==> src/rtl/sram_pwr_seq_pkg.sv <==
package sram_pwr_seq_pkg;

  typedef enum logic [2:0] {
    ST_IDLE     = 3'd0,
    ST_ISO_CLK  = 3'd1,
    ST_ISO_HOLD = 3'd2,
    ST_ACK_WAIT = 3'd3,
    ST_ISO_REL  = 3'd4
  } seq_state_e;

endpackage

==> src/rtl/sram_ack_match.sv <==
// Compares the masked acknowledge bits against the level the current
// mode and direction expect.
module sram_ack_match #(
  parameter int               W            = 8,
  parameter logic [W-1:0]     PDN_ACK_MASK = 8'h10,
  parameter logic [W-1:0]     SLP_ACK_MASK = 8'h20
) (
  input  logic [W-1:0] ack_i,
  input  logic         sleep_mode_i,
  input  logic         want_on_i,
  output logic         met_o
);

  logic [W-1:0] mask;
  logic         want_high;

  always_comb begin
    mask      = sleep_mode_i ? SLP_ACK_MASK : PDN_ACK_MASK;
    // sleep mode: on means acks high; power-down mode: on means acks low
    want_high = sleep_mode_i ? want_on_i : !want_on_i;
    met_o     = ((ack_i & mask) == (want_high ? mask : '0));
  end

endmodule

==> src/rtl/sram_poll_timer.sv <==
// Paces acknowledge samples and counts them toward the timeout.
module sram_poll_timer #(
  parameter int POLL_CYC  = 1250,
  parameter int MAX_POLLS = 100000
) (
  input  logic clk_i,
  input  logic rst_i,
  input  logic arm_i,
  input  logic run_i,
  output logic sample_o,
  output logic last_o
);

  localparam int CW = $clog2(POLL_CYC + 1);
  localparam int PW = $clog2(MAX_POLLS + 1);
  localparam logic [CW-1:0] RELOAD    = CW'(POLL_CYC - 1);
  localparam logic [PW-1:0] LAST_POLL = PW'(MAX_POLLS - 1);

  logic [CW-1:0] intv_cnt;
  logic [PW-1:0] poll_cnt;

  always_ff @(posedge clk_i) begin
    if (rst_i || arm_i) begin
      intv_cnt <= '0;
      poll_cnt <= '0;
    end else if (run_i) begin
      if (intv_cnt == '0) begin
        intv_cnt <= RELOAD;
        poll_cnt <= poll_cnt + 1'b1;
      end else begin
        intv_cnt <= intv_cnt - 1'b1;
      end
    end
  end

  assign sample_o = run_i && (intv_cnt == '0);
  assign last_o   = (poll_cnt == LAST_POLL);


  poll_bound_chk: assert property (@(posedge clk_i) disable iff (rst_i)
    run_i |-> (poll_cnt <= LAST_POLL));

endmodule

==> src/rtl/sram_iso_delay.sv <==
// Hold timer for the isolation step; expires CYC cycles after a load.
module sram_iso_delay #(
  parameter int CYC = 125
) (
  input  logic clk_i,
  input  logic rst_i,
  input  logic load_i,
  output logic expired_o
);

  localparam int DW = $clog2(CYC + 1);
  localparam logic [DW-1:0] START = DW'(CYC - 1);

  logic [DW-1:0] cnt;

  always_ff @(posedge clk_i) begin
    if (rst_i)            cnt <= '0;
    else if (load_i)      cnt <= START;
    else if (cnt != '0)   cnt <= cnt - 1'b1;
  end

  assign expired_o = (cnt == '0);

endmodule

==> src/rtl/sram_pwr_seq.sv <==
module sram_pwr_seq
  import sram_pwr_seq_pkg::*;
#(
  parameter int           W            = 8,
  parameter logic [W-1:0] PDN_CTL_MASK = 8'h01,
  parameter logic [W-1:0] PDN_ACK_MASK = 8'h10,
  parameter logic [W-1:0] SLP_CTL_MASK = 8'h02,
  parameter logic [W-1:0] SLP_ACK_MASK = 8'h20,
  parameter int           CLK_MHZ      = 125,
  parameter int           POLL_US      = 10,
  parameter int           TIMEOUT_US   = 1000000,
  parameter int           ISO_US       = 1
) (
  input  logic         clk_i,
  input  logic         rst_i,
  input  logic         start_i,
  input  logic         power_up_i,
  input  logic         sleep_mode_i,
  input  logic         iso_en_i,
  input  logic [W-1:0] ack_i,
  output logic [W-1:0] pdn_ctl_o,
  output logic [W-1:0] slp_ctl_o,
  output logic         iso_int_n_o,
  output logic         clk_iso_o,
  output logic         busy_o,
  output logic         done_o,
  output logic         err_o
);

  localparam int POLL_CYC  = CLK_MHZ * POLL_US;
  localparam int MAX_POLLS = TIMEOUT_US / POLL_US;
  localparam int ISO_CYC   = CLK_MHZ * ISO_US;

  seq_state_e state;
  logic       dir_q;
  logic       met, sample, last_poll, iso_expired;
  logic       iso_load, poll_arm, accept;

  sram_ack_match #(
    .W(W), .PDN_ACK_MASK(PDN_ACK_MASK), .SLP_ACK_MASK(SLP_ACK_MASK)
  ) u_match (
    .ack_i(ack_i), .sleep_mode_i(sleep_mode_i), .want_on_i(dir_q), .met_o(met)
  );

  sram_poll_timer #(.POLL_CYC(POLL_CYC), .MAX_POLLS(MAX_POLLS)) u_poll (
    .clk_i(clk_i), .rst_i(rst_i), .arm_i(poll_arm),
    .run_i(state == ST_ACK_WAIT), .sample_o(sample), .last_o(last_poll)
  );

  sram_iso_delay #(.CYC(ISO_CYC)) u_iso (
    .clk_i(clk_i), .rst_i(rst_i), .load_i(iso_load), .expired_o(iso_expired)
  );

  assign accept   = (state == ST_IDLE) && start_i;
  assign poll_arm = (accept && (power_up_i || !iso_en_i)) ||
                    ((state == ST_ISO_HOLD) && iso_expired);
  assign iso_load = (state == ST_ISO_CLK) ||
                    ((state == ST_ACK_WAIT) && sample && met && dir_q && iso_en_i);
  assign busy_o   = (state != ST_IDLE);

  always_ff @(posedge clk_i) begin
    if (rst_i) begin
      state       <= ST_IDLE;
      dir_q       <= 1'b0;
      pdn_ctl_o   <= PDN_CTL_MASK;
      slp_ctl_o   <= '0;
      iso_int_n_o <= !iso_en_i;
      clk_iso_o   <= iso_en_i;
      done_o      <= 1'b0;
      err_o       <= 1'b0;
    end else begin
      done_o <= 1'b0;
      unique case (state)
        ST_IDLE: begin
          if (start_i) begin
            err_o <= 1'b0;
            dir_q <= power_up_i;
            if (power_up_i || !iso_en_i) begin
              if (sleep_mode_i)
                slp_ctl_o <= power_up_i ? (slp_ctl_o | SLP_CTL_MASK)
                                        : (slp_ctl_o & ~SLP_CTL_MASK);
              else
                pdn_ctl_o <= power_up_i ? (pdn_ctl_o & ~PDN_CTL_MASK)
                                        : (pdn_ctl_o | PDN_CTL_MASK);
              state <= ST_ACK_WAIT;
            end else begin
              clk_iso_o <= 1'b1;
              state     <= ST_ISO_CLK;
            end
          end
        end
        ST_ISO_CLK: begin
          iso_int_n_o <= 1'b0;
          state       <= ST_ISO_HOLD;
        end
        ST_ISO_HOLD: begin
          if (iso_expired) begin
            if (sleep_mode_i) slp_ctl_o <= slp_ctl_o & ~SLP_CTL_MASK;
            else              pdn_ctl_o <= pdn_ctl_o | PDN_CTL_MASK;
            state <= ST_ACK_WAIT;
          end
        end
        ST_ACK_WAIT: begin
          if (sample) begin
            if (met) begin
              if (dir_q && iso_en_i) begin
                iso_int_n_o <= 1'b1;
                state       <= ST_ISO_REL;
              end else begin
                done_o <= 1'b1;
                state  <= ST_IDLE;
              end
            end else if (last_poll) begin
              err_o  <= 1'b1;
              done_o <= 1'b1;
              state  <= ST_IDLE;
            end
          end
        end
        ST_ISO_REL: begin
          if (iso_expired) begin
            clk_iso_o <= 1'b0;
            done_o    <= 1'b1;
            state     <= ST_IDLE;
          end
        end
        default: state <= ST_IDLE;
      endcase
    end
  end


  done_pulse_chk: assert property (@(posedge clk_i) disable iff (rst_i)
    done_o |=> !done_o);


  sleep_pdn_chk: assert property (@(posedge clk_i) disable iff (rst_i)
    (sleep_mode_i && $past(sleep_mode_i)) |-> $stable(pdn_ctl_o));


  clk_iso_rel_chk: assert property (@(posedge clk_i) disable iff (rst_i)
    $fell(clk_iso_o) |-> (iso_int_n_o && done_o));


  iso_int_drop_chk: assert property (@(posedge clk_i) disable iff (rst_i)
    $fell(iso_int_n_o) |-> clk_iso_o);


  no_iso_chk: assert property (@(posedge clk_i) disable iff (rst_i)
    !iso_en_i |-> (iso_int_n_o && !clk_iso_o));


  err_rise_chk: assert property (@(posedge clk_i) disable iff (rst_i)
    $rose(err_o) |-> done_o);


  busy_hold_chk: assert property (@(posedge clk_i) disable iff (rst_i)
    (busy_o && start_i && !done_o) |=> (busy_o || done_o));

endmodule

==> config.mk <==
export PLATFORM = sky130hd
export DESIGN_NAME = sram_pwr_seq
export DESIGN_NICKNAME = d
export VERILOG_FILES = /design/src/rtl/sram_pwr_seq_pkg.sv /design/src/rtl/sram_ack_match.sv /design/src/rtl/sram_poll_timer.sv /design/src/rtl/sram_iso_delay.sv /design/src/rtl/sram_pwr_seq.sv
export SDC_FILE = /design/constraint.sdc
export NUM_CORES = 1
export LEC_CHECK = 0
export ABC_AREA = 1
export BUFFER_PORTS_ARGS = -buffer_cell sky130_fd_sc_hd__buf_2
export CORE_MARGIN = 8
export CORE_UTILIZATION = 30
export DETAILED_ROUTE_END_ITERATION = 12
export PLACE_DENSITY = 0.58
export SLEW_MARGIN = 20
export SYNTH_ARGS = -nofsm -noshare
export SYNTH_HDL_FRONTEND = slang
export SYNTH_SLANG_ARGS = --single-unit
==> constraint.sdc <==
create_clock -name clk_i -period 5.5 [get_ports clk_i]
set_clock_uncertainty 0.2 [all_clocks]
set_input_delay 0.825 -clock clk_i [delete_from_list [all_inputs] [get_ports clk_i]]
set_output_delay 0.825 -clock clk_i [all_outputs]
set_load 0.02 [all_outputs]
# Word-level counts from Yosys, hierarchy flattened
# Cells that the tools add are included.
# Widths: inputs -> output; s select.
dict set report word_totals {
  regBits 45
  latch_bits 0
  ramBits 0
  romBits 0
  output_inout_bits 21
  elab_cells 124
  n_memories 0
}
dict set report op_classes {
  add_sub_neg 3
  multipliers 0
  div_mod_pow 0
  order_cmp 0
  n_eq_ne 24
  shift 0
  muxes 50
  bitwise 1
  n_reduce_logical 34
}
# operator n
set op_table {}
lappend op_table {{$mux 1} 24}
lappend op_table {{$mux 3} 7}
lappend op_table {{$ne 3x3->1 const B} 7}
lappend op_table {{$ne 2x2->1 const B} 10}
lappend op_table {{$add 17x1->17 const B} 1}
lappend op_table {{$eq 17x17->1 const B} 1}
lappend op_table {{$pmux 3 s5} 1}
lappend op_table {{$mux 2} 7}
lappend op_table {{$mux 7} 2}
lappend op_table {{$reduce_and 6->1} 2}
lappend op_table {{$logic_not 11->1} 1}
lappend op_table {{$mux 11} 1}
lappend op_table {{$sub 11x1->11 const B} 1}
lappend op_table {{$pmux 1 s2} 5}
lappend op_table {{$reduce_and 5->1} 2}
lappend op_table {{$logic_and 1x1->1} 9}
lappend op_table {{$reduce_bool 3->1} 3}
lappend op_table {{$and 8x8->8} 1}
lappend op_table {{$eq 8x8->1} 1}
lappend op_table {{$mux 8} 1}
lappend op_table {{$reduce_and 4->1} 2}
lappend op_table {{$logic_not 7->1} 1}
lappend op_table {{$reduce_bool 7->1} 1}
lappend op_table {{$sub 7x1->7 const B} 1}
lappend op_table {{other kinds (12)} 20}

# Logic depth before layout (Yosys ltp)
# Gate-level depths: netlist of run 1.
dict set report logic_depth {
  ltp_word 9
  mapped_depth 12
  depth_no_buf 12
}

# By module
# Synthesis of run 1 repeated with hierarchy kept, for this count alone.
dict set report hier_totals {
  hier_cells 404
  area_unflattened_um2 2788.9
}
# module n_inst cells_per_inst area_per_inst_um2 seq_area_each_um2
set by_module_without_submodules {}
lappend by_module_without_submodules {sram_poll_timer 1 237 1580.3 560.5}
lappend by_module_without_submodules {sram_pwr_seq 1 98 737.0 220.2}
lappend by_module_without_submodules {sram_iso_delay 1 57 424.2 140.1}
lappend by_module_without_submodules {sram_ack_match 1 12 47.5 0.0}

# Worst setup path before layout of run 1
# Ideal clock, no wire load.
dict set report synth_path {
  kind {input to register}
  startpoint {input iso_en_i}
  endpoint {register u_poll.intv_cnt[0]}
  arrival_time_ps 1554
  setup_slack_ps 3679
  path_stages 9
  cell_sequence {inv_1 -> nor2_1 -> nor2_1 -> nor2_1 -> nand2_2 -> inv_2 -> buf_6 -> o21ai_1 -> a21oi_2}
}
dict set report synth_between {
  elab_chain_len 5
}
# element line
set synth_lines {}
lappend synth_lines {{start, declared} sram_pwr_seq.sv:19} ;# input logic iso_en_i,
lappend synth_lines {{$logic_not 1->1} sram_pwr_seq.sv:55} ;# assign poll_arm = (accept && (power_up_i || !iso_en_i)) ||
lappend synth_lines {{$logic_or 1x1->1} sram_pwr_seq.sv:55}
lappend synth_lines {{$logic_and 1x1->1} sram_pwr_seq.sv:55}
lappend synth_lines {{$logic_or 1x1->1} sram_pwr_seq.sv:55}
lappend synth_lines {{$logic_or 1x1->1} sram_poll_timer.sv:23} ;# if (rst_i || arm_i) begin
lappend synth_lines {{end signal, assigned} sram_poll_timer.sv:31} ;# intv_cnt <= intv_cnt - 1'b1;
lappend synth_lines {{end, declared} sram_poll_timer.sv:19} ;# logic [CW-1:0] intv_cnt;
# No other way between the ends.
# A chain may end at the register's enable or synchronous reset.

# Worst setup path after layout of run 1
dict set report layout_path {
  startpoint {input rst_i}
  endpoint {register u_poll.intv_cnt[8]}
}
dict set report layout_between {
  elab_chain_len 1
}
# element line
set layout_lines {}
lappend layout_lines {{start, declared} sram_pwr_seq.sv:15} ;# input logic rst_i,
lappend layout_lines {{$logic_or 1x1->1} sram_poll_timer.sv:23}
# No other way between the ends.

==> results of run 1 <==
[layout make-up]
type | count | area (sq um) | share of cell area
multi-input combinational | 285 | 1396 | 0.4831
clock inverter | 1 | 5.005 | 0.001732
inverter | 71 | 266.5 | 0.09221
sequential | 45 | 920.9 | 0.3186
tap | 108 | 135.1 | 0.04675
clock buffer | 7 | 96.34 | 0.03333
timing repair buffer | 14 | 70.07 | 0.02424
[state kept, by name, indices dropped and copies added (netlist names)]
register         flops
u_poll.poll_cnt     17
u_poll.intv_cnt     11
u_iso.cnt            7
state                3
clk_iso_o            1
dir_q                1
done_o               1
err_o                1
iso_int_n_o          1
pdn_ctl_o            1
slp_ctl_o            1
[logic make-up (layout without fill, tap and decap cells)]
| kind of cell | after synthesis | in the layout |
|---|---|---|
| simple gates | 203 | 203 |
| buf+inv | 88 | 93 |
| flops | 45 | 45 |
| other cells | 1 | 14 |
| fa+ha+maj | 3 | 3 |
| xor+xnor | 12 | 12 |
| compound gates | 53 | 53 |
[where the power goes]
part | switching, uW | total [uW] | internal [uW]
logic | 405 | 592 | 187
registers | 44.1 | 436 | 392
clock network | 112 | 226 | 114
total | 562 | 1250 | 692
[synthesized netlist by cell type, drive strengths merged]
library cell / count / area share
o211ai: 1 / 0.0028
edfxtp: 2 / 0.023
nand4: 7 / 0.016
ha: 3 / 0.014
a21oi: 25 / 0.053
dfxtp: 43 / 0.32
o21a: 2 / 0.0056
xor2: 9 / 0.030
nor3b: 1 / 0.0028
a31oi: 1 / 0.0024
buf: 17 / 0.047
conb: 1 / 0.0014
o21ai: 23 / 0.043
nor3: 7 / 0.015
nand2: 90 / 0.13
inv: 71 / 0.10
o22ai: 1 / 0.0024
xnor2: 3 / 0.0099
nor2: 71 / 0.11
nand3: 25 / 0.060
or2: 2 / 0.0047
[metal layers]
layer | global-route usage | vias to the layer above
met2 | 0.1588 | 23
met5 | 0 | -
met4 | 0.02569 | 0
met3 | 0.02442 | 6
li1 | - | 1264
met1 | 0.1205 | 1059
[worst max-delay path: stages]
cell	delay, ps
buf_2	140
inv_1	360
nand2_2	310
inv_2	270
nand2_1	160
nor3_1	140
[how the worst min path moves through the flow]
stage	endpoint	startpoint	slack, ps
after global placement	pdn_ctl_o[0]	pdn_ctl_o[0]	240
after floorplan	u_iso.cnt[0]	u_iso.cnt[0]	240
final	pdn_ctl_o[0]	pdn_ctl_o[0]	260
after CTS	pdn_ctl_o[0]	pdn_ctl_o[0]	270
after detailed placement	pdn_ctl_o[0]	pdn_ctl_o[0]	250
after global routing	u_iso.cnt[0]	u_iso.cnt[0]	280
[metrics by stage]
| stage | worst slack [ps] | instance area, sq um | hold slack [ps] | util | instances |
|---|---|---|---|---|---|
| finish | 3308 | 2890 | 264.0 | 0.3330 | 531 |
| global route | 3068 | 2890 | 284.2 | 0.3330 | 531 |
| CTS | 3288 | 2890 | 267.2 | 0.3330 | 531 |
| detailed placement | 2982 | 2789 | 245.6 | 0.3214 | 523 |
| global placement | 2963 | 2789 | 241.6 | 0.3214 | 523 |
| floorplan | 3679 | 2710 | 238.9 | - | 418 |
==> results.cfg, run 1 <==
[hold_path]
hp-class = flop to flop
hold_depth = 2

[synth]
synth-compound-area-share = 0.1091
ys.warnings.count = 0
synth-seq-area-share = 0.3460
netlist_instances = 405
synth_top_family_by_area = simple AND/OR/NAND/NOR gates
ys_seq_elements = 45
syn-cell-area_sq_mm = 0.002661
syn_avg_cell_area_sq_um = 6.571
yosysUniqueCellTypes = 33
synth_xor_area_frac = 0.03949
muxShareOfSynthArea = 0
synthAdderAreaFrac = 0.01410
yosys.area_share.simple = 0.3423

[timing]
rsz0062_at_grt = false
fin_crit_ps = 2192
setup_viol = 0
report.final.slew_viol_count = 0
timing.fmax_mhz = 456.3
final.period_utilization = 0.3985
hold_viol_final = 0
fin_tns_setup_ps = 0

[layout]
syn2layout_area_growth_pct = 8.604
final_common_cell = nand2_1
nets = 439
layout_common_cells = nand2_1, inv_1, nor2_1, dfxtp_1
n_fill_cell = 989
antenna_cells = 0
layout-drive-gt1-share = 0.1229

[cts]
clock-root-buffer = clkbuf_8
ctsHoldBuffers = 0
ctsResizeCount = 0
cts_setup_buffers = 0
clock_latency_ps = 300
cts-buffers-inserted = 5
cts_tree = done
ctsHtreeMaxLevel = 2
clock_sinks = 45
clockBufferDepth = 2
clk_pin_slew_ps = 80

[floorplanning]
ios = 35
die-area_sq_mm = 0.01214
core_area_sq_mm = 0.008678
die_y_um = 110.2
fp.dieW_um = 110.2
rows = 34
start_util = 0.3067

[route]
routedWlPerCell_um = 10.67
ant_nets = 0
first_iter_violations = 70
wl_met3_um = 173
met2WireLength_mm = 2.622
top_layer_used = met4
drc = 0
routed_wirelength_mm = 5.667
via_per_inst = 4.429
vias = 2352
met1_length_mm = 2.825
dr.pass1.iters = 4

[power]
power.density_mw_per_mm2 = 433.9
peakVddDrop_mv = 0.2267
power_uw = 1254
p_leak_uw = 0.001299

[worst_setup_path]
cp.arrival_ps = 2220
critPathCapture = u_poll.intv_cnt[8]
worst-r2r-setup-slack_ps = 3320
worst-path-max-fanout = 15
critPathLaunchType = input port
worstPathRequired_ps = 5530
endpoint_kind = flop
r2r_end = u_poll.intv_cnt[4]
worstSetupPathType = input port to flop
rr_worst_depth = 11
startpoint = rst_i
reg2reg_from = u_iso.cnt[0]

[outcome]
outcome = complete, no violations

[grt]
grt_pass1_vias = 2147
grt_start_max_net_pins = 16
overflow = 0
grt_usage = 0.09573
antenna_found_initial = 0
grt_pass1_wl_mm = 9.528

[job]
maxCapViolations = 0

[placed_design]
gp_congestion = 0.8598
post-dp-hpwl_mm = 4.392
io_buffers = 14
Power figures use the tool's default switching activity.
==> inputs of run 2 (changes only) <==
Settings changed: ABC_AREA 1 to 0.
Clock period 5.5 ns to 2.26 ns, I/O delays scaled along.
==> results.cfg, run 2 <==
[outcome]
outcome = complete, no violations

[floorplanning]
ios = 35
fp.dieW_um = 105.2
die-area_sq_mm = 0.01107
core_area_sq_mm = 0.007727
start_util = 0.3091
rows = 32
die_y_um = 105.2

[route]
drc = 0
via_per_inst = 4.702
first_iter_violations = 39
routedWlPerCell_um = 11.99
vias = 1876
routed_wirelength_mm = 4.784
ant_nets = 0
dr.pass1.iters = 4

[synth]
synthTopCellsByArea = dfxtp_1, nor2_1, xnor2_1
ys_seq_elements = 45
synth_edf_count = 2
synth_top_area_frac = 0.3604
netlist_instances = 274
syn-cell-area_sq_mm = 0.002389
synth-seq-area-share = 0.3855
ys.warnings.count = 0
synth_top_area_cell = dfxtp_1
yosysUniqueCellTypes = 52
syn_avg_cell_area_sq_um = 8.717
yosysMostFrequentCell = dfxtp_1
synth_ff_type = dfxtp_1
synthTopCellsByCount = dfxtp_1, nor2_1, nand2_1
async_reset_ff_frac = 0

[cts]
clock_sinks = 45
ctsHtreeMaxLevel = 2
clockBufferDepth = 2
clock_latency_ps = 300
clock-root-buffer = clkbuf_8
cts-buffers-inserted = 5
clk_pin_slew_ps = 80
cts_tree = done

[layout]
largest_reg_flops = 17
syn2layout_area_growth_pct = 11.84
stdcell_count = 399
nets = 313
final_common_cell = dfxtp_1
antenna_cells = 0
top_regs = u_poll.poll_cnt x17, u_poll.intv_cnt x11, u_iso.cnt x7
top_register = u_poll.poll_cnt
layout-drive-gt1-share = 0.1650
layout_common_cells = dfxtp_1, nor2_1, nand2_1
regArea_sq_um = 920.9
multi_input_area_sq_mm = 0.001333
n_fill_cell = 810

[hold_path]
hp-class = input port to flop

[worst_setup_path]
r2r_end = clk_iso_o
startpoint = u_iso.cnt[0]
worstPathRequired_ps = 2060
worst-r2r-setup-slack_ps = 90
reg2reg_from = u_iso.cnt[0]
worstSetupPathType = flop to flop
rr_worst_depth = 7
critPathLaunchType = flop
critPathCapture = clk_iso_o
endpoint_kind = flop
worst-path-max-fanout = 5
cp.arrival_ps = 1970

[timing]
timing.fmax_mhz = 461.1
fin_crit_ps = 2169
fin_tns_setup_ps = 0
rsz0062_at_grt = false
hold_viol_final = 0
timing.final.ws_setup_ps = 91.06
final.period_utilization = 0.9597
report.final.slew_viol_count = 0
hold_slack_ps = 115.5
tightestPinTransition_ps = 504.5
relSlewSlack = 0.6611
setup_viol = 0

[power]
power.density_mw_per_mm2 = 826.0
swShare = 0.3393
switchingPower_uw = 748.6
pwr-share-comb = 0.343
p_leak_uw = 0.0009644
peakVddDrop_mv = 0.3028
seqPwrFrac = 0.436
power_frac_clock = 0.221
internal_power_uw = 1458

[placed_design]
dp.cells = 389
post-dp-hpwl_mm = 3.529
io_buffers = 14
dp_slack_ps = 82.32
gp_congestion = 0.8124

[grt]
grt_start_max_net_pins = 18
overflow = 0
grt_pass1_vias = 1891
grt_pass1_wl_mm = 8.480
antenna_found_initial = 0
grt_usage = 0.08951

[job]
maxCapViolations = 0
[run 2: changes by cell type after synthesis, moves of 7 or more]
cell     previous run  this run
inv_2               7         0
nor2_2              7         0
xnor2_1             3        14
o21ai_0            17         8
a21oi_1            21        10
nand2_1            86        18
nor2_1             62        40
inv_1              64         9
nand3_1            21        13
[run 2: cell type report]
type	count	share of cell area
multi-input combinational	209	0.4988
inverter	9	0.01265
sequential	45	0.3447
clock buffer	7	0.02857
clock inverter	1	0.002810
tap	102	0.04778
timing repair buffer	26	0.06464
[run 2: per-layer routing]
metal / share of wire / track usage / vias to the layer above / wire (um)
met5: 0 / 0 / - / 0
met4: 0.0098 / 0.03160 / 0 / 47
met3: 0.046 / 0.02497 / 5 / 222
met2: 0.45 / 0.1448 / 26 / 2146
met1: 0.49 / 0.1111 / 877 / 2368
li1: - / - / 968 / -
[run 2: how the worst min path moves through the flow]
stage / slack [ps] / endpoint / from / depth (start not counted)
2_1_floorplan: 230 / u_poll.intv_cnt[10] / u_poll.intv_cnt[10] / 2
3_3_place_gp: 240 / u_poll.intv_cnt[10] / u_poll.intv_cnt[10] / 2
3_5_place_dp: 250 / u_poll.intv_cnt[10] / u_poll.intv_cnt[10] / 2
4_1_cts: 110 / dir_q / power_up_i / 3
5_1_grt: 130 / dir_q / power_up_i / 3
6_report: 120 / dir_q / power_up_i / 3
[run 2: cells by family after synthesis]
| family | share of synthesized area |
|---|---|
| simple gates | 0.2923 |
| buf+inv | 0.08224 |
| other cells | 0.001570 |
| fa+ha+maj | 0.01572 |
| xor+xnor | 0.08800 |
| flops | 0.3855 |
| compound gates | 0.1132 |
| mux | 0.02148 |
[run 2: power by group through the flow]
stage | logic [uW] | registers [uW] | clock network [uW]
3_3_place_gp | 727 | 977 | 0
4_1_cts | 734 | 963 | 512
2_1_floorplan | 569 | 977 | 0
5_1_grt | 852 | 977 | 546
3_5_place_dp | 729 | 982 | 0
6_report | 756 | 962 | 488
[run 2: stage by stage]
step	total power, uW	cell area, sq um	util
floorplan	1546	2437	-
global placement	1704	2560	0.3313
detailed placement	1711	2560	0.3313
CTS	2208	2644	0.3421
global route	2375	2671	0.3457
finish	2206	2671	0.3457
[run 2: worst max-delay path: stages, from the launching register on]
cell,delay [ps]
dfxtp_1,320
inv_1,50
ha_1,180
or4b_4,520
buf_4,170
nor3_4,120
a21oi_1,110
o21ai_0,200
[run 2: repair_timing]
| action | in CTS | in global routing |
|---|---|---|
| resized for setup | 0 | 2 |
| hold buffers | 0 | 0 |
| endpoints found under the setup margin | 0 | 23 |
| setup buffers | 0 | 2 |
| endpoints found under the hold margin | 0 | 0 |
